**config.mk**
```make
export PLATFORM = sky130hd
export DESIGN_NAME = sat_lane_sum
export DESIGN_NICKNAME = d
export VERILOG_FILES = /design/src/rtl/sat_lane_sum_pkg.sv /design/src/rtl/sls_lane_ext.sv /design/src/rtl/sls_sat_pack.sv /design/src/rtl/sat_lane_sum.sv
export SDC_FILE = /design/constraint.sdc
export NUM_CORES = 1
export LEC_CHECK = 0
export BUFFER_PORTS_ARGS = -buffer_cell sky130_fd_sc_hd__buf_2
export CORE_AREA = 2 2 416 212
export CTS_CLUSTER_DIAMETER = 100
export DETAILED_ROUTE_END_ITERATION = 12
export DIE_AREA = 0 0 418 214
export PLACE_DENSITY = 0.56
export SETUP_SLACK_MARGIN = 0.15
export SKIP_CTS_REPAIR_TIMING = 1
export SLEW_MARGIN = 20
export SYNTH_ARGS = -nofsm -noshare
export SYNTH_HDL_FRONTEND = slang
export SYNTH_SLANG_ARGS = --single-unit
export TNS_END_PERCENT = 30
```
**constraint.sdc**
```tcl
create_clock -name clk -period 11.6 [get_ports clk]
set_input_delay 2.32 -clock clk [delete_from_list [all_inputs] [get_ports clk]]
set_output_delay 2.32 -clock clk [all_outputs]
set_load 0.01 [all_outputs]
```
**src/rtl/sat_lane_sum_pkg.sv**
```systemverilog
package sat_lane_sum_pkg;

    typedef enum logic [1:0] {
        ST_IDLE  = 2'd0,
        ST_ACCUM = 2'd1,
        ST_PACK  = 2'd2,
        ST_HOLD  = 2'd3
    } sls_state_e;

endpackage

```
**src/rtl/sls_lane_ext.sv**
```systemverilog
// Sign-extends one lane into the accumulator width; the width itself is the mask.
module sls_lane_ext #(
    parameter int LANE_W = 16,
    parameter int ACC_W  = 21
) (
    input  logic [LANE_W-1:0] lane_i,
    output logic [ACC_W-1:0]  ext_o
);
    localparam int PAD_W = ACC_W - LANE_W;

    always_comb begin
        ext_o = {{PAD_W{lane_i[LANE_W-1]}}, lane_i};
    end
endmodule

```
**src/rtl/sls_sat_pack.sv**
```systemverilog
// Reads the accumulator as signed and packs it into OUT_W bits with saturation.
module sls_sat_pack #(
    parameter int ACC_W = 21,
    parameter int OUT_W = 16
) (
    input  logic [ACC_W-1:0] acc_i,
    output logic [OUT_W-1:0] res_o
);
    localparam int POS_I = (1 << (OUT_W - 1)) - 1;
    localparam int NEG_I = -(1 << (OUT_W - 1));
    localparam logic signed [ACC_W-1:0] POS_LIM = POS_I[ACC_W-1:0];
    localparam logic signed [ACC_W-1:0] NEG_LIM = NEG_I[ACC_W-1:0];

    logic signed [ACC_W-1:0] acc_s;
    logic                    over_hi;
    logic                    under_lo;

    always_comb begin
        acc_s    = acc_i;
        over_hi  = acc_s > POS_LIM;
        under_lo = acc_s < NEG_LIM;
        if (over_hi) begin
            res_o = {1'b0, {(OUT_W-1){1'b1}}};
        end else if (under_lo) begin
            res_o = {1'b1, {(OUT_W-1){1'b0}}};
        end else begin
            res_o = acc_i[OUT_W-1:0];
        end
    end
endmodule

```
**src/rtl/sat_lane_sum.sv**
```systemverilog
module sat_lane_sum
    import sat_lane_sum_pkg::*;
#(
    parameter int LANES  = 32,
    parameter int LANE_W = 16
) (
    input  logic                    clk,
    input  logic                    rst_n,
    input  logic                    in_valid,
    output logic                    in_ready,
    input  logic [LANES*LANE_W-1:0] in_vec,
    input  logic                    out_ready,
    output logic                    out_valid,
    output logic [LANE_W-1:0]       out_data
);
    localparam int IDX_W = (LANES > 1) ? $clog2(LANES) : 1;
    localparam int ACC_W = LANE_W + IDX_W;
    localparam logic [IDX_W-1:0] LAST_IDX = IDX_W'(LANES - 1);
    localparam int LAT_W = $clog2(LANES + 4) + 1;
    localparam logic [LAT_W-1:0] LAT_EXP = LAT_W'(LANES + 1);

    sls_state_e state_q, state_d;

    logic [LANES*LANE_W-1:0] vec_q;
    logic [IDX_W-1:0]        idx_q;
    logic [ACC_W-1:0]        acc_q;
    logic [LANE_W-1:0]       res_q;
    logic [LANE_W-1:0]       lane_w [LANES];
    logic [ACC_W-1:0]        ext_w;
    logic [LANE_W-1:0]       pack_w;
    logic                    accept_w;
    logic                    consume_w;

    // Lane slicing of the captured vector.
    for (genvar g = 0; g < LANES; g++) begin : g_lane
        assign lane_w[g] = vec_q[g*LANE_W +: LANE_W];
    end

    sls_lane_ext #(.LANE_W(LANE_W), .ACC_W(ACC_W)) u_ext (
        .lane_i (lane_w[idx_q]),
        .ext_o  (ext_w)
    );

    sls_sat_pack #(.ACC_W(ACC_W), .OUT_W(LANE_W)) u_pack (
        .acc_i (acc_q),
        .res_o (pack_w)
    );

    assign accept_w  = (state_q == ST_IDLE) && in_valid;
    assign consume_w = (state_q == ST_HOLD) && out_ready;

    // Next-state logic.
    always_comb begin
        state_d = state_q;
        unique case (state_q)
            ST_IDLE:  if (in_valid)          state_d = ST_ACCUM;
            ST_ACCUM: if (idx_q == LAST_IDX) state_d = ST_PACK;
            ST_PACK:                         state_d = ST_HOLD;
            ST_HOLD:  if (out_ready)         state_d = ST_IDLE;
            default:                         state_d = ST_IDLE;
        endcase
    end

    // State register.
    always_ff @(posedge clk or negedge rst_n) begin
        if (!rst_n) state_q <= ST_IDLE;
        else        state_q <= state_d;
    end

    // Datapath registers.
    always_ff @(posedge clk or negedge rst_n) begin
        if (!rst_n) begin
            vec_q <= '0;
            idx_q <= '0;
            acc_q <= '0;
            res_q <= '0;
        end else begin
            unique case (state_q)
                ST_IDLE: begin
                    if (in_valid) begin
                        vec_q <= in_vec;
                        idx_q <= '0;
                        acc_q <= '0;
                    end
                end
                ST_ACCUM: begin
                    acc_q <= acc_q + ext_w;   // wraps at ACC_W bits
                    idx_q <= idx_q + 1'b1;
                end
                ST_PACK:  res_q <= pack_w;
                ST_HOLD:  ;
                default:  ;
            endcase
        end
    end

    // Outputs.
    always_comb begin
        in_ready  = (state_q == ST_IDLE);
        out_valid = (state_q == ST_HOLD);
        out_data  = res_q;
    end

    // Latency observer for the R7 check.
    logic [LAT_W-1:0] lat_q;
    always_ff @(posedge clk or negedge rst_n) begin
        if (!rst_n)                                lat_q <= '0;
        else if (accept_w)                         lat_q <= '0;
        else if (!out_valid && state_q != ST_IDLE) lat_q <= lat_q + 1'b1;
    end

    assert_latency_R7: assert property (@(posedge clk) disable iff (!rst_n)
        $rose(out_valid) |-> lat_q == LAT_EXP);

    assert_hold_stable_R8: assert property (@(posedge clk) disable iff (!rst_n)
        out_valid && !out_ready |=> out_valid && $stable(out_data));

    assert_busy_after_accept_R9: assert property (@(posedge clk) disable iff (!rst_n)
        in_valid && in_ready |=> !in_ready);

    assert_ready_excl_valid_R9: assert property (@(posedge clk) disable iff (!rst_n)
        in_ready |-> !out_valid);

    assert_idle_after_consume_R10: assert property (@(posedge clk) disable iff (!rst_n)
        consume_w |=> !out_valid && in_ready);

endmodule

```
# Word level (Yosys, flattened, before mapping)
# Index checks and enable logic that the tools add are counted.
[totals] inputBits=516 output_inout_bits=18 ff_bits=556
[classes] muxes=13 n_lt_le_gt_ge=3 bitwise=1 eq_ne=7 addsub=2 reduce_logical=5
[op_table] operator="16-bit binary-select mux with 5-bit select" n=1
[op_table] operator="16-bit 2-to-1 mux" n=4
[op_table] operator="21-bit one-hot mux with 2 select lines" n=1
[op_table] operator="21-bit adder" n=1
[op_table] operator="21-bit by 16-bit greater-than comparator with 1-bit output, second input constant" n=1
[op_table] operator="21-bit by 16-bit < comparator with 1-bit output, second input constant" n=1
[op_table] operator="21-bit 2-to-1 mux" n=1
[op_table] operator="5-bit one-hot mux with 2 select lines" n=1
[op_table] operator="2-bit one-hot mux with 4 select lines" n=1
[op_table] operator="6-bit greater-or-equal comparator, second input constant" n=1
[op_table] operator="2-bit 2-to-1 mux" n=3
[op_table] operator="2-bit inequality test, second input constant" n=3
[op_table] operator="5-bit NOT with 6-bit output" n=1
[op_table] operator="5-bit by 1-bit adder with 5-bit output, second input constant" n=1
[op_table] operator="5-bit equality test, second input constant" n=1
[op_table] operator="5-bit 2-to-1 mux" n=1
[op_table] operator="2-bit equality test, second input constant" n=2
[op_table] operator="2-bit AND reduction" n=2
[op_table] operator="3-bit AND reduction" n=1
[op_table] operator="2-bit by 1-bit equality test with 1-bit output, second input constant" n=1
[op_table] operator="2-bit zero test" n=1
[op_table] operator="2-bit nonzero test" n=1

# Logic depth before layout (Yosys ltp)
[depth] word_depth=6 ltp_mapped=17 mapped_depth_nobuf=15

# Modules after synthesis
# Synthesis repeated with hierarchy kept, for this count alone.
[hier_totals] hier_cells=1624 area_unflattened_um2=25872.3
[by_module_without_submodules] module="sat_lane_sum" cells_each=1579 area_each_um2=25523.2 instances=1 seq_area_each_um2=13913.3
[by_module_without_submodules] module="sls_sat_pack" cells_each=24 area_each_um2=191.4 instances=1 seq_area_each_um2=0.0
[by_module_without_submodules] module="sls_lane_ext" cells_each=21 area_each_um2=157.7 instances=1 seq_area_each_um2=0.0

# Worst setup path after synthesis
# Ideal clock, no wire load.
[synth_timing] kind="register -> register" start="register idx_q[1]" end="register acc_q[19]" arrival_time_ps=3919 period_less_slack_ps=4052 t_required_ps=11468 slack_ps=7548 path_stages_with_launch=15 path_cell_list="dfrtp_1 > buf_1 > buf_1 > mux4_2 > mux4_2 > mux2_2 > ha_1 > a21o_1 > a21oi_2 > a31oi_1 > a221oi_2 > o21ai_1 > a221oi_1 > xor2_1 > o21ai_1"
[synth_via] elab_chain_len=6
[synth_lines] item="start: declaration" line_no="sat_lane_sum.sv:25" source="logic [IDX_W-1:0] idx_q;"
[synth_lines] item="start signal: assignment" line_no="sat_lane_sum.sv:88" source="idx_q <= idx_q + 1'b1;"
[synth_lines] item="5-bit NOT with 6-bit output (implied by the code)" line_no="sat_lane_sum.sv:40" source=".lane_i (lane_w[idx_q]),"
[synth_lines] item="16-bit binary-select mux with 5-bit select" line_no="sat_lane_sum.sv:40"
[synth_lines] item="16-bit 2-to-1 mux (implied by the code) (2 in series)" line_no="sat_lane_sum.sv:40"
[synth_lines] item="21-bit adder" line_no="sat_lane_sum.sv:87" source="acc_q <= acc_q + ext_w;"
[synth_lines] item="21-bit one-hot mux with 2 select lines" line_no="sat_lane_sum.sv:78" source="unique case (state_q)"
[synth_lines] item="end signal: assignment" line_no="sat_lane_sum.sv:87"
[synth_lines] item="end: declaration" line_no="sat_lane_sum.sv:26" source="logic [ACC_W-1:0] acc_q;"
# No other way between the ends. The select of a mux whose other input is x is not followed.
# A chain may end at the register's enable or synchronous reset.

# Worst setup path after layout
[layout_timing] start="register idx_q[0]" end="register acc_q[20]"
# Same word-level chain as after synthesis.

==> impl_metrics.ini <==
[synthesis]
syn-cell-area_um2 = 25600
synth_top_family_by_area = multiplexers
synth.avg_cell_area_um2 = 15.8
synth_top_area_share_pct = 54.4
muxShareOfSynthArea_pct = 37.3
post_synth_xor_area_fraction_pct = 0.582
synthAdderAreaFrac_pct = 1.35
yosys.area.top_type = dfrtp_1
synth_edf_count = 0
syn-num-nets = 2162
synthCells = 1619
synth-compound-area-share_pct = 2.75
synth_async_sr_flop_share_pct = 100
synth-simple-area-share_pct = 1.62
yosys_warnings = 0
yosys_most_used_dff = dfrtp_1
yosysSeqAreaShare_pct = 54.4
ys_types = 51
synth_seq_cells = 556
synthTopCellsByArea = dfrtp_1, mux2_1, mux4_2

[cts]
h-tree-depth = 2
clockBufferDepth = 3
cts_root_buffer = clkbuf_16
cts_tree = yes
path_clk_slew_ps = 60
insertion_delay_ps = 650
cts.sinks = 556
numCtsBuffers = 54

[pwr]
p_leak_uw = 0.0136
comb_power_share_pct = 39.6
switchingPower_uw = 3140
swShare_pct = 35.1
pwr-share-seq_pct = 39.9
power_density_nw_per_um2 = 286
peakVddDrop_mv = 0.130
p_int_uw = 5810
clock_power_share_pct = 20.5

[timing]
slew_violations = 0
max_clock_freq_ghz = 0.167
rsz0062_at_grt = no
tightest_slew_ps = 1170
hold_viol_final = 0
relSlewSlack_pct = 22.2
setup_viol_count_final = 0
min_period_over_period_pct = 51.7
min_period_ps = 6000
finalSetupTns_ps = 0
skew_ps = 31.5
finalWorstSetupSlack_ps = 5600

[drt]
antenna_left = 0
vias = 16100
drt_first_pass_iters = 5
first_iter_violations = 1025
avgRoutedWirePerCell_um = 24.3
vias_per_cell = 4.85
finalWirelength_um = 80900
route.detailed.drc = 0

[critical_path]
arrival_ps = 6550
path_class = reg2reg
cp-end-kind = flip-flop
startpoint_type = flip-flop
worst_ep_required_time_ps = 12150
cp_max_fo = 42

[placement]
placed_cell_area_um2 = 29400
pre_cts_slack_ps = 5450
dp_hpwl_um = 61100
routabilityCongestion = 0.869
port_buffers = 533

[floorplanning]
die_x_um = 418
rows = 76
die_area_um2 = 89500
io-pin-count = 534
core_area_um2 = 85500
die_height_um = 214
start_util_pct = 29.9

[final_layout]
regArea_um2 = 13900
drive_gt1_share_pct = 37.9
fill_cells = 8251
fin_area_um2 = 31300
nets = 2665
multi_input_area_um2 = 11200
area_growth_pct = 22.4

[global_route]
track_usage_pct = 18.2
grt_pass1_wl_um = 119000
grt_pass1_vias = 17400
grt-ovfl-total = 0
grt_max_degree = 187
antenna_found_initial = 65

[flow_run]
max_cap_viol_count = 0

[status]
run_status = finished, final reports clean

[worst_hold_path]
hp-class = reg2reg
cell usage after synthesis (2+ instances only):
cell and count:
dfrtp_1 556, mux2_1 512, mux4_2 154, clkbuf_1 51
a21oi_1 45, buf_1 39, nand2_1 34, o21ai_1 31
ha_1 26, nor2_1 23, mux2_2 15, mux2i_1 14
inv_1 11, a21o_1 10, xnor2_1 9, xor2_1 8
nand2b_1 7, nand3_1 7, a31oi_1 6, buf_4 6
a22o_1 5, buf_6 5, buf_2 4, nor3_1 4
o21ai_0 4, nor4_1 3, and2_1 2, and3_1 2
nor3b_1 2, o211ai_1 2, o21a_1 2
layer usage:
layer	global-route usage, %	share of wire [%]	wire, µm	vias up
met5	0	0.016	13	-
met4	8.69	3.7	2960	2
met3	2.79	3.6	2940	160
met2	31.6	53	42700	333
met1	22.0	40	32400	8510
li1	-	-	-	7144
metrics by stage:
step                hold WS (ps)  util [%]  std cells  power, µW
global placement             469      34.4       3197       7110
detailed placement           477      34.4       3197       7180
CTS                          491      36.5       3299       9050
finish                       486      36.6       3333       8960
global route                 494      36.6       3332       9530
floorplan                    459         -       1619       5960
flip-flops by register name, indices dropped and copies added (netlist names):
signal,cells
vec_q,512
acc_q,21
out_data,16
idx_q,5
state_q,2
final cells by class:
cell class,count,area share (%)
sequential,556,44.5
multi-input combinational,947,35.7
timing repair buffer,552,9.09
clock buffer,77,5.01
tap,1131,4.52
clock inverter,25,0.820
antenna,34,0.272
inverter,11,0.132
path summary, 6_finish.rpt:
path | endpoint | cells after the start | start | slack [ps]
max | acc_q[20]$_DFFE_PN0P_ | 14 | idx_q[0]$_DFFE_PN0P_ | 5600
min | vec_q[245]$_DFFE_PN0P_ | 1 | vec_q[245]$_DFFE_PN0P_ | 490
max reg2reg | acc_q[20]$_DFFE_PN0P_ | 14 | idx_q[0]$_DFFE_PN0P_ | 5600
min reg2reg | vec_q[245]$_DFFE_PN0P_ | 1 | vec_q[245]$_DFFE_PN0P_ | 490
max in group asynchronous | vec_q[270]$_DFFE_PN0P_ | 3 | rst_n | 7700
min in group asynchronous | vec_q[203]$_DFFE_PN0P_ | 1 | rst_n | 1680
power by group through the flow:
| stage | sequential, µW | clock [µW] | combinational, µW |
|---|---|---|---|
| 2_1_floorplan | 3280 | 0 | 2680 |
| 3_3_place_gp | 3590 | 0 | 3520 |
| 3_5_place_dp | 3600 | 0 | 3580 |
| 4_1_cts | 3570 | 1890 | 3600 |
| 5_1_grt | 3690 | 1970 | 3870 |
| 6_report | 3580 | 1830 | 3550 |
kinds of logic after synthesis:
family,count (synthesis)
AO/OA/AOI/OAI,118
flip-flops,556
AND/OR/NAND/NOR,90
buffers and inverters,116
adder cells (fa/ha/maj),27
multiplexers,695
XOR/XNOR,17
worst max-delay path, stage by stage (launching register included):
cell,delay [ps]
dfrtp_4,1000
buf_4,560
buf_4,640
mux4_2,610
mux4_2,560
mux2_2,290
ha_1,360
o211ai_1,110
a21oi_1,200
nor2_1,100
o31ai_1,650
a31oi_1,230
xnor2_1,180
or3_1,300
o21ai_1,80
cells in the final DEF, fill, tap and decap left out, types with 3 or more instances in the layout:
master and instances:
dfrtp_1 553, buf_2 532, mux2_1 512, mux4_2 154
clkbuf_16 54, a21oi_1 44, diode_2 34, nand2_1 33
o21ai_1 31, ha_1 25, nor2_1 23, buf_4 17
mux2_2 15, clkinv_2 15, mux2i_1 14, clkbuf_8 13
inv_1 10, a21o_1 10, clkbuf_1 10, xnor2_1 9
xor2_1 8, nand3_1 7, nand2b_1 7, a31oi_1 6
a22o_1 5, nor3_1 4, o21ai_0 4, nor4_1 3
inv_6 3, bufinv_16 3
Note: power is estimated with default switching activity, not from simulation.
